File: src/rtl/hl_pkg.sv
package hl_pkg;
  // Coefficient and input word width (two's complement)
  parameter int COEF_W = 9;
  // Accumulator and result width
  parameter int ACC_W = 2 * COEF_W;

  // Strobes from control to datapath
  typedef struct packed {
    logic clear;
    logic load;
  } hl_ctrl_t;
endpackage

File: src/rtl/hl_booth_mul.sv
module hl_booth_mul #(
  parameter int W = 9
) (
  input  logic [W-1:0]   mcand,
  input  logic [W-1:0]   mplier,
  output logic [2*W-1:0] product
);
  localparam int P_W  = 2 * W;
  localparam int YE_W = W + (W % 2);
  localparam int GRP  = YE_W / 2;

  logic [YE_W:0]  yExt;
  logic [P_W-1:0] mcandExt;

  assign yExt     = {{(YE_W - W){mplier[W-1]}}, mplier, 1'b0};
  assign mcandExt = {{(P_W - W){mcand[W-1]}}, mcand};

  always_comb begin
    logic [P_W-1:0] acc;
    logic [P_W-1:0] part;
    logic [2:0]     trip;
    acc = '0;
    for (int g = 0; g < GRP; g++) begin
      trip = yExt[2*g +: 3];
      case (trip)
        3'b001, 3'b010: part = mcandExt;
        3'b011:         part = mcandExt << 1;
        3'b100:         part = -(mcandExt << 1);
        3'b101, 3'b110: part = -mcandExt;
        default:        part = '0;
      endcase
      acc = acc + (part << (2 * g));
    end
    product = acc;
  end
endmodule

File: src/rtl/hl_control.sv
module hl_control
  import hl_pkg::*;
(
  input  logic     clk,
  input  logic     rst,
  input  logic     inValid,
  output hl_ctrl_t ctrl,
  output logic     outValid
);
  always_comb begin
    ctrl.clear = rst;
    ctrl.load  = inValid && !rst;
  end

  always_ff @(posedge clk) begin
    if (rst) outValid <= 1'b0;
    else     outValid <= inValid;
  end
endmodule

File: src/rtl/hl_datapath.sv
module hl_datapath
  import hl_pkg::*;
#(
  parameter int NUM_SEL     = 4,
  parameter int NUM_WEIGHTS = 4,
  parameter int NUM_NEURONS = 15,
  parameter logic [NUM_WEIGHTS*COEF_W-1:0] WEIGHTS = {NUM_WEIGHTS{9'h001}},
  parameter logic [NUM_NEURONS*COEF_W-1:0] BIASES  = {NUM_NEURONS{9'h000}},
  localparam int SEL_W = (NUM_SEL > 1) ? $clog2(NUM_SEL) : 1
) (
  input  logic                         clk,
  input  hl_ctrl_t                     ctrl,
  input  logic [SEL_W-1:0]             inSel,
  input  logic [NUM_SEL*COEF_W-1:0]    inWords,
  output logic [NUM_NEURONS*ACC_W-1:0] hiddenOut
);
  localparam int TREE_LV = (NUM_WEIGHTS > 1) ? $clog2(NUM_WEIGHTS) : 0;
  localparam int POW     = 1 << TREE_LV;

  logic [COEF_W-1:0] selWord;
  logic [ACC_W-1:0]  prod [NUM_WEIGHTS];
  logic [ACC_W-1:0]  treeSum;

  // Input word selection
  always_comb begin
    selWord = '0;
    for (int k = 0; k < NUM_SEL; k++) begin
      if (inSel == SEL_W'(k)) selWord = inWords[k*COEF_W +: COEF_W];
    end
  end

  // One Booth multiplier per weight
  for (genvar i = 0; i < NUM_WEIGHTS; i++) begin : g_mul
    hl_booth_mul #(.W(COEF_W)) u_mul (
      .mcand  (WEIGHTS[i*COEF_W +: COEF_W]),
      .mplier (selWord),
      .product(prod[i])
    );
  end

  // Balanced pairwise reduction, padded to a power of two
  always_comb begin
    logic [ACC_W-1:0] lvl [POW];
    for (int i = 0; i < POW; i++) begin
      lvl[i] = (i < NUM_WEIGHTS) ? prod[i] : '0;
    end
    for (int span = POW / 2; span >= 1; span = span / 2) begin
      for (int i = 0; i < span; i++) begin
        lvl[i] = lvl[2*i] + lvl[2*i+1];
      end
    end
    treeSum = lvl[0];
  end

  // Per-neuron bias add and result register
  for (genvar n = 0; n < NUM_NEURONS; n++) begin : g_neuron
    localparam logic [COEF_W-1:0] BIAS = BIASES[n*COEF_W +: COEF_W];
    logic [ACC_W-1:0] biasExt;
    logic [ACC_W-1:0] hidReg;

    assign biasExt = {{(ACC_W - COEF_W){BIAS[COEF_W-1]}}, BIAS};

    always_ff @(posedge clk) begin
      if (ctrl.clear)     hidReg <= '0;
      else if (ctrl.load) hidReg <= treeSum + biasExt;
    end

    assign hiddenOut[n*ACC_W +: ACC_W] = hidReg;
  end
endmodule

File: src/rtl/hidden_layer.sv
module hidden_layer
  import hl_pkg::*;
#(
  parameter int NUM_SEL     = 4,
  parameter int NUM_WEIGHTS = 4,
  parameter int NUM_NEURONS = 15,
  parameter logic [NUM_WEIGHTS*COEF_W-1:0] WEIGHTS = {NUM_WEIGHTS{9'h001}},
  parameter logic [NUM_NEURONS*COEF_W-1:0] BIASES  = {NUM_NEURONS{9'h000}},
  localparam int SEL_W = (NUM_SEL > 1) ? $clog2(NUM_SEL) : 1
) (
  input  logic                         clk,
  input  logic                         rst,
  input  logic                         inValid,
  input  logic [SEL_W-1:0]             inSel,
  input  logic [NUM_SEL*COEF_W-1:0]    inWords,
  output logic                         outValid,
  output logic [NUM_NEURONS*ACC_W-1:0] hiddenOut
);
  hl_ctrl_t ctrl;

  hl_control u_ctrl (
    .clk     (clk),
    .rst     (rst),
    .inValid (inValid),
    .ctrl    (ctrl),
    .outValid(outValid)
  );

  hl_datapath #(
    .NUM_SEL    (NUM_SEL),
    .NUM_WEIGHTS(NUM_WEIGHTS),
    .NUM_NEURONS(NUM_NEURONS),
    .WEIGHTS    (WEIGHTS),
    .BIASES     (BIASES)
  ) u_dp (
    .clk      (clk),
    .ctrl     (ctrl),
    .inSel    (inSel),
    .inWords  (inWords),
    .hiddenOut(hiddenOut)
  );
endmodule

File: config.mk
export PLATFORM = sky130hd
export DESIGN_NAME = hidden_layer
export DESIGN_NICKNAME = d
export VERILOG_FILES = /design/src/rtl/hl_pkg.sv /design/src/rtl/hl_booth_mul.sv /design/src/rtl/hl_control.sv /design/src/rtl/hl_datapath.sv /design/src/rtl/hidden_layer.sv
export SDC_FILE = /design/constraint.sdc
export NUM_CORES = 1
export LEC_CHECK = 0
export ABC_AREA = 0
export BUFFER_PORTS_ARGS = -buffer_cell sky130_fd_sc_hd__buf_2
export CORE_AREA = 2 2 120 122
export CTS_BUF_LIST = sky130_fd_sc_hd__clkbuf_8
export DETAILED_ROUTE_END_ITERATION = 7
export DIE_AREA = 0 0 122 124
export PLACE_DENSITY = 0.68
export SETUP_SLACK_MARGIN = 0.3
export SLEW_MARGIN = 20
export SYNTH_ARGS = -nofsm -noshare
export SYNTH_HDL_FRONTEND = slang
export SYNTH_SLANG_ARGS = --single-unit
File: constraint.sdc
create_clock -name clk -period 12.8 [get_ports clk]
set_input_delay 0.64 -clock clk [delete_from_list [all_inputs] [get_ports clk]]
set_output_delay 0.64 -clock clk [all_outputs]
set_load 0.02 [all_outputs]
======== Word level (Yosys, flattened, before mapping) ========
Cells that the tools add are included.
word-level totals
  flip-flop bits (word level) ............. 19
  latch bits .............................. 0
  RAM bits ................................ 0
  ROM bits ................................ 0
  input port bits ......................... 41
  output and inout port bits .............. 271
  logic and storage cells ................. 58
  memories kept ........................... 0
operators by class
  $add $sub $neg .......................... 6
  multipliers ............................. 0
  divide/modulo/power cells ............... 0
  order comparisons ....................... 0
  equality and inequality tests ........... 30
  shift-type cells ........................ 0
  muxes and demuxes ....................... 9
  bitwise gates (word level) .............. 0
  reduce and logical (&&, ||, !) cells .... 11
operator list
  kind                  number
  $add A18 B18 Y18      6
  $pmux W16 S4          1
  $pmux W14 S4          1
  $pmux W18 S3          1
  $pmux W12 S4          1
  $pmux W10 S4          1
  $eq A3 B3 Y1 const B  12
  $mux W9               4
  $eq A3 B2 Y1 const B  8
  $reduce_or A2 Y1      8
  $eq A3 B1 Y1 const B  4
  $eq A2 B2 Y1 const B  4
  $eq A2 B1 Y1 const B  2
  $logic_not A2 Y1      1
  $logic_and A1 B1 Y1   1
  $logic_not A1 Y1      1

======== Longest topological paths before layout ========
Gate-level depths: netlist (run 1).
  depth after elaboration ................. 14
  gate-level depth with buffers ........... 17

======== By module ========
Synthesis (run 1) repeated with hierarchy kept, for this count alone.
unflattened totals
  cell total of the unflattened synthesis .. 2662
  area total of the unflattened synthesis .. 19200.9 µm²
modules (own cells, without submodules)
  module                                   times used  cells an instance  area each (µm²)  seq. area each (µm²)
  hl_booth_mul at u_dp.g_mul[0].u_mul ...  2           514                3583.4           0.0
  hl_datapath                              1           563                4570.6           360.3
  hl_booth_mul at u_dp.g_mul[2].u_mul      1           543                3771.1           0.0
  hl_booth_mul at u_dp.g_mul[3].u_mul      1           524                3652.3           0.0
  hl_control                               1           4                  40.0             20.0

======== Least setup slack after synthesis (run 1) ========
No wires, ideal clock.
  path type ............................... input -> register
  from .................................... input port inSel[0]
  to ...................................... register u_dp.g_neuron[8].hidReg[14]
  arrival time ............................ 5.038 ns
  data required time ...................... 12.675 ns
  setup slack ............................. 7.637 ns
  stages .................................. 17
  buffers on the path ..................... 1
  path through ............................ buf_6 > mux4_2 > inv_1 > ha_1 > o31ai_1 > inv_1 > fa_1 > inv_1 > fa_1 > inv_1 > fa_1 > ha_1 > o21ai_0 > a21oi_1 > o21ai_0 > xor2_1 > o21ai_0
between the ends
  elaborated cells on any way between the ends .. 54
  those cells by class .................... 6 x add/sub; 30 x eq/ne; 9 x mux; 9 x reduce/logical
RTL lines
  what                                                 line                source
  from (decl)                                          hidden_layer.sv:14  input logic [SEL_W-1:0] inSel,
  $logic_not A2 Y1                                     hl_datapath.sv:28   if (inSel == SEL_W'(k)) selWord = inWords[k*COEF_W +: COEF_W];
  $mux W9 (3 in series)                                hl_datapath.sv:28
  $mux W9 (*)                                          hl_datapath.sv:28
  $eq A2 B2 Y1 / $eq A2 B1 Y1 (equally long branches)  hl_booth_mul.sv:25  case (trip)
  $pmux W18 S3 (*)                                     hl_booth_mul.sv:25
  $add A18 B18 Y18 (*) (4 in series)                   hl_booth_mul.sv:32  acc = acc + (part << (2 * g));
  via u_dp.g_mul[0].u_mul.product[1]                   hl_booth_mul.sv:6   output logic [2*W-1:0] product
  $add A18 B18 Y18 (*) (2 in series)                   hl_datapath.sv:49   lvl[i] = lvl[2*i] + lvl[2*i+1];
  to (signal assigned)                                 hl_datapath.sv:65   else if (ctrl.load) hidReg <= treeSum + biasExt;
  to (decl)                                            hl_datapath.sv:59   logic [ACC_W-1:0] hidReg;
The timed path passes the listed nets; every way through them passes the cells marked *.
A chain may end at the register's enable or synchronous reset.

======== Final worst setup path (run 1) ========
Ends and elaborated chain as after synthesis.

==> report_table.html, run 1 <==
<table>
<tr><th>Metric</th><th>Value</th></tr>
<tr><th colspan="2">Outcome</th></tr>
<tr><td>Outcome</td><td>complete, no violations</td></tr>
<tr><th colspan="2">Clock tree</th></tr>
<tr><td>TritonCTS clock tree</td><td>done</td></tr>
<tr><td>Clock-pin slew reported for the worst setup and hold paths after clock tree synthesis</td><td>0.07 ns</td></tr>
<tr><td>H-tree lvl count</td><td>1</td></tr>
<tr><td>Count of instances resized after the clock tree is built</td><td>0</td></tr>
<tr><td>Cell at the root of the clock tree</td><td>sky130_fd_sc_hd__clkbuf_8</td></tr>
<tr><td>Hold-fix buffers at CTS</td><td>0</td></tr>
<tr><td>Skew-Pair Late Insertion Delay</td><td>0.25 ns</td></tr>
<tr><td>Setup repair bufs after CTS</td><td>0</td></tr>
<tr><td>Clock tree buffer depth</td><td>2</td></tr>
<tr><td>Number of buffers inserted during clock tree synthesis</td><td>3</td></tr>
<tr><td>Num Clock Sinks</td><td>17</td></tr>
<tr><th colspan="2">Timing</th></tr>
<tr><td>Post-Route Skew</td><td>0 ns</td></tr>
<tr><td>Number of hold violations in the final report</td><td>0</td></tr>
<tr><td>Tcrit/Tclk final</td><td>42.0%</td></tr>
<tr><td>Setup repair after global routing missed its margin</td><td>no</td></tr>
<tr><td>Max Clock Freq</td><td>186 MHz</td></tr>
<tr><td>Time the final worst path needs with I/O delays and setup</td><td>5.38 ns</td></tr>
<tr><td>Number of slew-limit violations in the final report</td><td>0</td></tr>
<tr><td>Final setup viols</td><td>0</td></tr>
<tr><td>Fin Setup TNS</td><td>0 ns</td></tr>
<tr><td>Worst hold margin</td><td>0.650 ns</td></tr>
<tr><th colspan="2">Drt</th></tr>
<tr><td>Initial DRT Pass Iterations</td><td>4</td></tr>
<tr><td>Iteration-0 DRC count of the detailed router</td><td>47</td></tr>
<tr><td>Vias/cell</td><td>3.56</td></tr>
<tr><td>Drt drc</td><td>0</td></tr>
<tr><td>Mean routed wirelength per cell</td><td>9.98 um</td></tr>
<tr><td>Via count</td><td>2358</td></tr>
<tr><td>Remaining antenna violation count after routing</td><td>0</td></tr>
<tr><td>Total detailed-routing wirelength</td><td>6.62 mm</td></tr>
<tr><th colspan="2">Layout</th></tr>
<tr><td>Synth-to-Final Area Change</td><td>-4.11%</td></tr>
<tr><td>N_diodes</td><td>0</td></tr>
<tr><td>Post-layout nets</td><td>562</td></tr>
<tr><td>Fill cells</td><td>1492</td></tr>
<tr><td>Layout cell share with drive strength beyond 1</td><td>60.2%</td></tr>
<tr><td>Number of cells in the finished layout apart from fillers</td><td>663</td></tr>
<tr><td>Utilization after layout</td><td>25.5%</td></tr>
<tr><th colspan="2">GRT</th></tr>
<tr><td>Overall global routing resource usage</td><td>7.49%</td></tr>
<tr><td>Global route total overflow</td><td>0</td></tr>
<tr><td>Initial antenna violation count</td><td>0</td></tr>
<tr><td>Via count of the first global-routing pass</td><td>1729</td></tr>
<tr><td>Global-route wire length before repair</td><td>8.82 mm</td></tr>
<tr><td>Largest net degree at the start of global routing</td><td>19</td></tr>
<tr><th colspan="2">Setup path</th></tr>
<tr><td>Data required time of the critical path</td><td>12.94 ns</td></tr>
<tr><td>Reg2Reg Setup Slack</td><td>11.80 ns</td></tr>
<tr><td>Most Frequent Cell on Critical Path</td><td>sky130_fd_sc_hd__inv_1</td></tr>
<tr><td>Crit start category</td><td>input pin</td></tr>
<tr><td>Type of the setup path with the least slack</td><td>in2reg</td></tr>
<tr><td>Critical-path maximum fanout</td><td>9</td></tr>
<tr><td>Worst Reg-to-Reg Cells</td><td>3</td></tr>
<tr><td>Cell Chain, Critical Path</td><td>buf_2 &gt; mux4_2 &gt; inv_1 &gt; ha_1 &gt; o31ai_1 &gt; inv_1 &gt; fa_1 &gt; inv_1 &gt; fa_1 &gt; inv_1 &gt; fa_1 &gt; ha_1 &gt; o21ai_0 &gt; a21oi_1 &gt; o21ai_0 &gt; xor2_1 &gt; o21ai_0</td></tr>
<tr><td>Arrival time reported for the critical path endpoint</td><td>5.52 ns</td></tr>
<tr><td>Maximum cell stage delay along the critical path</td><td>0.62 ns</td></tr>
<tr><td>Kind of end point of the critical path</td><td>flip-flop</td></tr>
<tr><td>RR Startpoint</td><td>u_dp.g_neuron[8].hidReg[12]</td></tr>
<tr><td>Slowest stage cell, crit path</td><td>sky130_fd_sc_hd__fa_1</td></tr>
<tr><td>Worst reg2reg path endpoint</td><td>u_dp.g_neuron[8].hidReg[12]</td></tr>
<tr><th colspan="2">Worst hold path</th></tr>
<tr><td>Class of the tightest hold or removal check</td><td>reg2reg</td></tr>
<tr><td>Hold Startpoint</td><td>u_dp.g_neuron[8].hidReg[14]</td></tr>
<tr><td>End point of the most critical hold path</td><td>u_dp.g_neuron[8].hidReg[14]</td></tr>
<tr><td>Number of cells traversed by the worst hold path</td><td>2</td></tr>
<tr><th colspan="2">Synth</th></tr>
<tr><td>FFs w/ async S/R, synth</td><td>0%</td></tr>
<tr><td>Mean post-synth cell area</td><td>8.54 um^2</td></tr>
<tr><td>Number of synthesized flops with an enable pin</td><td>0</td></tr>
<tr><td>Cell variety after synth</td><td>36</td></tr>
<tr><td>Synthesized cell area</td><td>3650 um^2</td></tr>
<tr><td>Leading register cell type out of synthesis</td><td>sky130_fd_sc_hd__dfxtp_1</td></tr>
<tr><td>Warning count from the yosys run</td><td>0</td></tr>
<tr><td>Synth Register Bits</td><td>17</td></tr>
<tr><td>Gate count of the mapped netlist</td><td>428</td></tr>
<tr><td>Share of the yosys chip area belonging to registers</td><td>9.31%</td></tr>
<tr><th colspan="2">Power</th></tr>
<tr><td>Worst VDD drop</td><td>98.1 uV</td></tr>
<tr><td>Power per unit of standard cell area</td><td>284 nW/um^2</td></tr>
<tr><td>Leakage Power</td><td>2.35 nW</td></tr>
<tr><th colspan="2">Floorplanning</th></tr>
<tr><td>DIE AREA</td><td>15100 um^2</td></tr>
<tr><td>Initial core utilization</td><td>26.6%</td></tr>
<tr><td>Y dimension of the die</td><td>124 um</td></tr>
<tr><td>Area inside the core boundary</td><td>13700 um^2</td></tr>
<tr><td># IOs</td><td>312</td></tr>
<tr><td>Chip width</td><td>122 um</td></tr>
<tr><td>Row cnt</td><td>43</td></tr>
<tr><th colspan="2">Placement</th></tr>
<tr><td>Number of port buffers</td><td>281</td></tr>
<tr><td>Detailed Place HPWL</td><td>5.86 mm</td></tr>
<tr><td>Post-placement cell count</td><td>659</td></tr>
<tr><td>Final weighted congestion of routability-driven global placement</td><td>0.807</td></tr>
<tr><th colspan="2">Run</th></tr>
<tr><td>Number of max-capacitance violations reported</td><td>0</td></tr>
</table>
routing by layer:
layer  part of all wire (%)  track usage [%]
met1                     39             9.23
met4                    1.8             3.45
met3                    8.1            0.321
met2                     51             13.5
met5                      0                0
worst max-delay path by stage:
stage	start	to	slack, ns	depth (start not counted)
floorplan	inSel[0]	u_dp.g_neuron[8].hidReg[14]	7.64	17
global placement	inSel[0]	u_dp.g_neuron[8].hidReg[14]	7.28	17
detailed placement	inSel[0]	u_dp.g_neuron[8].hidReg[14]	7.11	17
CTS	inSel[0]	u_dp.g_neuron[8].hidReg[14]	7.39	17
global route	inSel[0]	u_dp.g_neuron[8].hidReg[16]	6.99	17
finish	inSel[0]	u_dp.g_neuron[8].hidReg[14]	7.42	17
worst max-delay path: cells and delay by family:
| family | cells | cell delay (ns) |
|---|---|---|
| adder cells (fa/ha/maj) | 5 | 2.21 |
| AO/OA/AOI/OAI | 5 | 1.07 |
| buffers and inverters | 5 | 0.86 |
| multiplexers | 1 | 0.54 |
| XOR/XNOR | 1 | 0.17 |
cells in the mapped netlist, drive strengths merged, types with 2 or more instances:
library cell	number	area, um^2
buf	257	1930
inv	29	109
ha	21	263
nor2	19	71.3
dfxtp	17	340
fa	16	320
mux4	9	218
o21ai	8	40.0
mux2i	7	70.1
nand2	7	26.3
xor2	5	43.8
a21oi	4	20.0
xnor2	4	35.0
a211oi	3	22.5
a21o	3	22.5
nand2b	3	18.8
clkbuf	2	8.75
o22ai	2	18.8
cell usage in the layout (no fill, tap or decap), drive strengths merged, types with 2 or more instances in the layout:
cell type / netlist / layout
dfxtp: 17 / 17
nor2: 19 / 19
a21oi: 4 / 4
mux2i: 7 / 7
nand2b: 3 / 3
o21ai: 8 / 8
xnor2: 4 / 4
clkbuf: 2 / 3
mux4: 9 / 9
o22ai: 2 / 2
inv: 29 / 29
a21o: 3 / 3
buf: 257 / 281
ha: 21 / 21
conb: 1 / 30
xor2: 5 / 5
nand2: 7 / 7
fa: 16 / 16
a211oi: 3 / 3
state kept, by name (all words and copies together) (netlist names):
signal                cells
u_dp.g_neuron.hidReg     16
u_ctrl.outValid           1
per-stage QoR:
step                      worst slack [ns]  area, um^2  power (mW)
after CTS                             7.39        3500        1.01
after global placement                7.28        3460       0.950
after detailed placement              7.11        3460       0.964
after floorplan                       7.64        3760       0.985
final                                 7.42        3500       0.996
after global routing                  6.99        3500        1.10
cells by family (layout without fill, tap and decap cells):
kind of cell	Yosys count	after routing	share of synthesized area (%)
xor+xnor	9	9	2.16
buf+inv	288	314	56.0
mux	16	16	7.87
flops	17	17	9.31
other cells	1	30	0.103
fa+ha+maj	37	37	16.0
compound gates	25	25	4.38
simple gates	35	35	4.25
layout make-up:
| type | instances | area (um^2) | area share (%) |
|---|---|---|---|
| clock buffer | 3 | 41.3 | 1.18 |
| clock inverter | 1 | 5.00 | 0.143 |
| inverter | 29 | 109 | 3.11 |
| timing repair buffer | 281 | 1410 | 40.1 |
| sequential | 17 | 340 | 9.71 |
| tap | 180 | 225 | 6.43 |
| multi-input combinational | 152 | 1380 | 39.3 |
power by group:
part / internal (mW) / switching (mW)
clock network: 0.0216 / 0.0192
logic: 0.285 / 0.548
registers: 0.0701 / 0.0510
total: 0.377 / 0.619
Power figures use the tool's default switching activity.
==> inputs of run 2 (changes only) <==
PLACE_DENSITY = 0.7   (was 0.68)
clock period = 4.9 ns   (was 12.8 ns; I/O delays follow)
==> run 2 against run 1 <==
Die area is the same. Largest power group unchanged. Combinational power grew to 2.6 times the previous value. Non-clock buffer count grew 3. Sequential power grew to 2.7 times the previous value. Critical path depth shrank 1. Largest cell class unchanged. First-iteration DRC count grew 26%. Utilization grew 0.26 points. Clock-buffer cell count is the same.
==> report_table.html, run 2 (synthesis results as in run 1) <==
<table>
<tr><th>Metric</th><th>Value</th></tr>
<tr><th colspan="2">Floorplanning</th></tr>
<tr><td>Row cnt</td><td>43 (unchanged)</td></tr>
<tr><td>Area inside the core boundary</td><td>13700 um^2 (unchanged)</td></tr>
<tr><td># IOs</td><td>312 (unchanged)</td></tr>
<tr><td>Initial core utilization</td><td>26.6% (unchanged)</td></tr>
<tr><td>Chip width</td><td>122 um (unchanged)</td></tr>
<tr><td>DIE AREA</td><td>15100 um^2 (unchanged)</td></tr>
<tr><td>Y dimension of the die</td><td>124 um (unchanged)</td></tr>
<tr><th colspan="2">Setup path</th></tr>
<tr><td>Reg2Reg Setup Slack</td><td>3.89 ns (-7.91 ns)</td></tr>
<tr><td>Worst reg2reg path endpoint</td><td>u_dp.g_neuron[8].hidReg[9]</td></tr>
<tr><td>Kind of end point of the critical path</td><td>flip-flop</td></tr>
<tr><td>Worst Reg-to-Reg Cells</td><td>2 (-1)</td></tr>
<tr><td>Data required time of the critical path</td><td>5.04 ns (-7.90 ns)</td></tr>
<tr><td>Crit start category</td><td>input pin</td></tr>
<tr><td>Cell Chain, Critical Path</td><td>buf_2 &gt; mux4_2 &gt; ha_1 &gt; o31ai_4 &gt; inv_2 &gt; fa_1 &gt; inv_1 &gt; fa_1 &gt; inv_1 &gt; fa_1 &gt; ha_1 &gt; o21ai_1 &gt; a21oi_1 &gt; o21ai_0 &gt; xor2_1 &gt; o21ai_0</td></tr>
<tr><td>Arrival time reported for the critical path endpoint</td><td>4.42 ns (-1.10 ns)</td></tr>
<tr><td>Critical-path maximum fanout</td><td>5 (-4)</td></tr>
<tr><td>Maximum cell stage delay along the critical path</td><td>0.58 ns (-0.04 ns)</td></tr>
<tr><td>Slowest stage cell, crit path</td><td>sky130_fd_sc_hd__fa_1</td></tr>
<tr><td>Type of the setup path with the least slack</td><td>in2reg</td></tr>
<tr><td>RR Startpoint</td><td>u_dp.g_neuron[8].hidReg[9]</td></tr>
<tr><td>Most Frequent Cell on Critical Path</td><td>sky130_fd_sc_hd__fa_1</td></tr>
<tr><th colspan="2">Clock tree</th></tr>
<tr><td>H-tree lvl count</td><td>1 (unchanged)</td></tr>
<tr><td>Num Clock Sinks</td><td>17 (unchanged)</td></tr>
<tr><td>TritonCTS clock tree</td><td>done</td></tr>
<tr><td>Clock tree buffer depth</td><td>2 (unchanged)</td></tr>
<tr><td>Number of buffers inserted during clock tree synthesis</td><td>3 (unchanged)</td></tr>
<tr><td>Hold-fix buffers at CTS</td><td>0 (unchanged)</td></tr>
<tr><td>Skew-Pair Late Insertion Delay</td><td>0.25 ns (about the same)</td></tr>
<tr><td>Cell at the root of the clock tree</td><td>sky130_fd_sc_hd__clkbuf_8</td></tr>
<tr><td>Setup repair bufs after CTS</td><td>0 (unchanged)</td></tr>
<tr><td>Clock-pin slew reported for the worst setup and hold paths after clock tree synthesis</td><td>0.07 ns (about the same)</td></tr>
<tr><th colspan="2">Drt</th></tr>
<tr><td>Drt drc</td><td>0 (unchanged)</td></tr>
<tr><td>Via count</td><td>2358 (unchanged)</td></tr>
<tr><td>Remaining antenna violation count after routing</td><td>0 (unchanged)</td></tr>
<tr><td>Vias/cell</td><td>3.54 (-0.45%)</td></tr>
<tr><td>Total detailed-routing wirelength</td><td>6.66 mm (+0.54%)</td></tr>
<tr><td>Mean routed wirelength per cell</td><td>9.99 um (about the same)</td></tr>
<tr><td>Iteration-0 DRC count of the detailed router</td><td>59 (+26%)</td></tr>
<tr><td>Initial DRT Pass Iterations</td><td>4 (unchanged)</td></tr>
<tr><th colspan="2">GRT</th></tr>
<tr><td>Via count of the first global-routing pass</td><td>1735 (+0.35%)</td></tr>
<tr><td>Initial antenna violation count</td><td>0 (unchanged)</td></tr>
<tr><td>Layer with the highest usage after global routing</td><td>met2</td></tr>
<tr><td>Largest net degree at the start of global routing</td><td>19 (unchanged)</td></tr>
<tr><td>Met3 Use GR</td><td>0.229% (-0.092 points)</td></tr>
<tr><td>Global-route wire length before repair</td><td>8.91 mm (+1.0%)</td></tr>
<tr><td>Overall global routing resource usage</td><td>7.52% (+0.034 points)</td></tr>
<tr><td>Met1 Track Usage GR</td><td>9.19% (-0.043 points)</td></tr>
<tr><td>Grt met2 use</td><td>13.9% (+0.45 points)</td></tr>
<tr><td>Global route total overflow</td><td>0 (unchanged)</td></tr>
<tr><th colspan="2">Layout</th></tr>
<tr><td>Largest reg by FF count</td><td>u_dp.g_neuron.hidReg</td></tr>
<tr><td>Layout cell share with drive strength beyond 1</td><td>60.9% (+0.66 points)</td></tr>
<tr><td>Post-layout nets</td><td>565 (+0.53%)</td></tr>
<tr><td>N_diodes</td><td>0 (unchanged)</td></tr>
<tr><td>Highest-count cells in the layout ignoring fill and taps</td><td>sky130_fd_sc_hd__buf_2 (281), sky130_fd_sc_hd__conb_1 (30), sky130_fd_sc_hd__inv_1 (28), sky130_fd_sc_hd__ha_1 (21), sky130_fd_sc_hd__nor2_1 (19)</td></tr>
<tr><td>Largest registers</td><td>u_dp.g_neuron.hidReg (16), u_ctrl.outValid (1)</td></tr>
<tr><td>Most frequent standard cell in the layout excluding fill and tap cells</td><td>sky130_fd_sc_hd__buf_2</td></tr>
<tr><td>Number of flip-flops in the largest register</td><td>16 (unchanged)</td></tr>
<tr><td>Synth-to-Final Area Change</td><td>-3.12%</td></tr>
<tr><td>Fill cells</td><td>1479 (-0.87%)</td></tr>
<tr><th colspan="2">Worst hold path</th></tr>
<tr><td>Class of the tightest hold or removal check</td><td>in2reg</td></tr>
<tr><td>End point of the most critical hold path</td><td>u_dp.g_neuron[8].hidReg[3]</td></tr>
<tr><td>Hold Startpoint</td><td>rst</td></tr>
<tr><td>Number of cells traversed by the worst hold path</td><td>2 (unchanged)</td></tr>
<tr><th colspan="2">Placement</th></tr>
<tr><td>Final weighted congestion of routability-driven global placement</td><td>0.820 (+1.7%)</td></tr>
<tr><td>Detailed Place HPWL</td><td>5.88 mm (+0.43%)</td></tr>
<tr><td>Number of port buffers</td><td>281 (unchanged)</td></tr>
<tr><td>Post-Place Worst Slack</td><td>0.190 ns (-6.92 ns)</td></tr>
<tr><th colspan="2">Timing</th></tr>
<tr><td>Fin Setup TNS</td><td>0 ns (unchanged)</td></tr>
<tr><td>Number of hold violations in the final report</td><td>0 (unchanged)</td></tr>
<tr><td>Setup repair after global routing missed its margin</td><td>no</td></tr>
<tr><td>Max Clock Freq</td><td>234 MHz</td></tr>
<tr><td>Final worst setup slack</td><td>0.620 ns (-6.80 ns)</td></tr>
<tr><td>Worst hold margin</td><td>0.353 ns (-0.297 ns)</td></tr>
<tr><td>Final setup viols</td><td>0 (unchanged)</td></tr>
<tr><td>Tcrit/Tclk final</td><td>87.4%</td></tr>
<tr><td>Time the final worst path needs with I/O delays and setup</td><td>4.28 ns</td></tr>
<tr><td>Number of slew-limit violations in the final report</td><td>0 (unchanged)</td></tr>
<tr><td>Post-Route Skew</td><td>0 ns (unchanged)</td></tr>
<tr><th colspan="2">Outcome</th></tr>
<tr><td>Outcome</td><td>complete, no violations</td></tr>
<tr><th colspan="2">Power</th></tr>
<tr><td>Leakage Power</td><td>2.36 nW (+0.61%)</td></tr>
<tr><td>Total design power</td><td>2.60 mW (+160%)</td></tr>
<tr><td>Worst VDD drop</td><td>239 uV (+140%)</td></tr>
<tr><td>Power per unit of standard cell area</td><td>735 nW/um^2 (+160%)</td></tr>
<tr><th colspan="2">Run</th></tr>
<tr><td>Number of max-capacitance violations reported</td><td>0 (unchanged)</td></tr>
</table>
## run 2: cell types whose count changed in the layout (fill, tap and decap cells not counted), sizes merged
| cell | delta |
|---|---|
| buf | +3 |
## run 2: worst max-delay path, delay by kind of cell
family,cells,cell delay (ns)
AO/OA/AOI/OAI,5,0.84
buffers and inverters,4,0.40
adder cells (fa/ha/maj),5,2.18
multiplexers,1,0.57
XOR/XNOR,1,0.16
## run 2: metal layers
metal	share of wire [%]	up-vias
met5	0	-
met4	1.3	0
met1	38	1008
li1	-	1184
met2	51	162
met3	8.9	4
## run 2: metrics by stage
step / area, um^2 / util, % / cells
finish: 3540 / 25.8 / 666
global route: 3540 / 25.8 / 666
global placement: 3490 / 25.4 / 662
detailed placement: 3490 / 25.4 / 662
floorplan: 3770 / - / 457
CTS: 3530 / 25.7 / 666
## run 2: what timing repair did
action / 4_1_cts / 5_1_grt
setup endpoints to repair: 0 / 5
endpoints found under the hold margin: 0 / 0
gates resized for setup: 0 / 3
## run 2: layout make-up
type | count | area [um^2] | area share (%)
repair buffers | 284 | 1430 | 40.4
multi-input cells | 152 | 1390 | 39.3
flip-flops and latches | 17 | 340 | 9.61
well taps | 180 | 225 | 6.36
inverters | 29 | 109 | 3.07
clock buffers | 3 | 41.3 | 1.17
clock inverters | 1 | 5.00 | 0.141
## run 2: how the worst max path moves through the flow
| stage | slack (ns) | cells past startpoint | from | end |
|---|---|---|---|---|
| after CTS | 0.44 | 16 | inSel[0] | u_dp.g_neuron[8].hidReg[14] |
| after global placement | 0.26 | 16 | inSel[0] | u_dp.g_neuron[8].hidReg[14] |
| after detailed placement | 0.19 | 16 | inSel[0] | u_dp.g_neuron[8].hidReg[14] |
| final | 0.62 | 16 | inSel[0] | u_dp.g_neuron[8].hidReg[14] |
| after global routing | 0.30 | 16 | inSel[0] | u_dp.g_neuron[8].hidReg[16] |
| after floorplan | 0.31 | 17 | inSel[0] | u_dp.g_neuron[8].hidReg[14] |
## run 2: report_power, final
part           leakage, nW  switching [mW]  internal, mW
Sequential           0.141           0.141         0.183
Combinational         2.20            1.42         0.748
Clock               0.0255          0.0489        0.0564
Total                 2.36            1.61         0.987
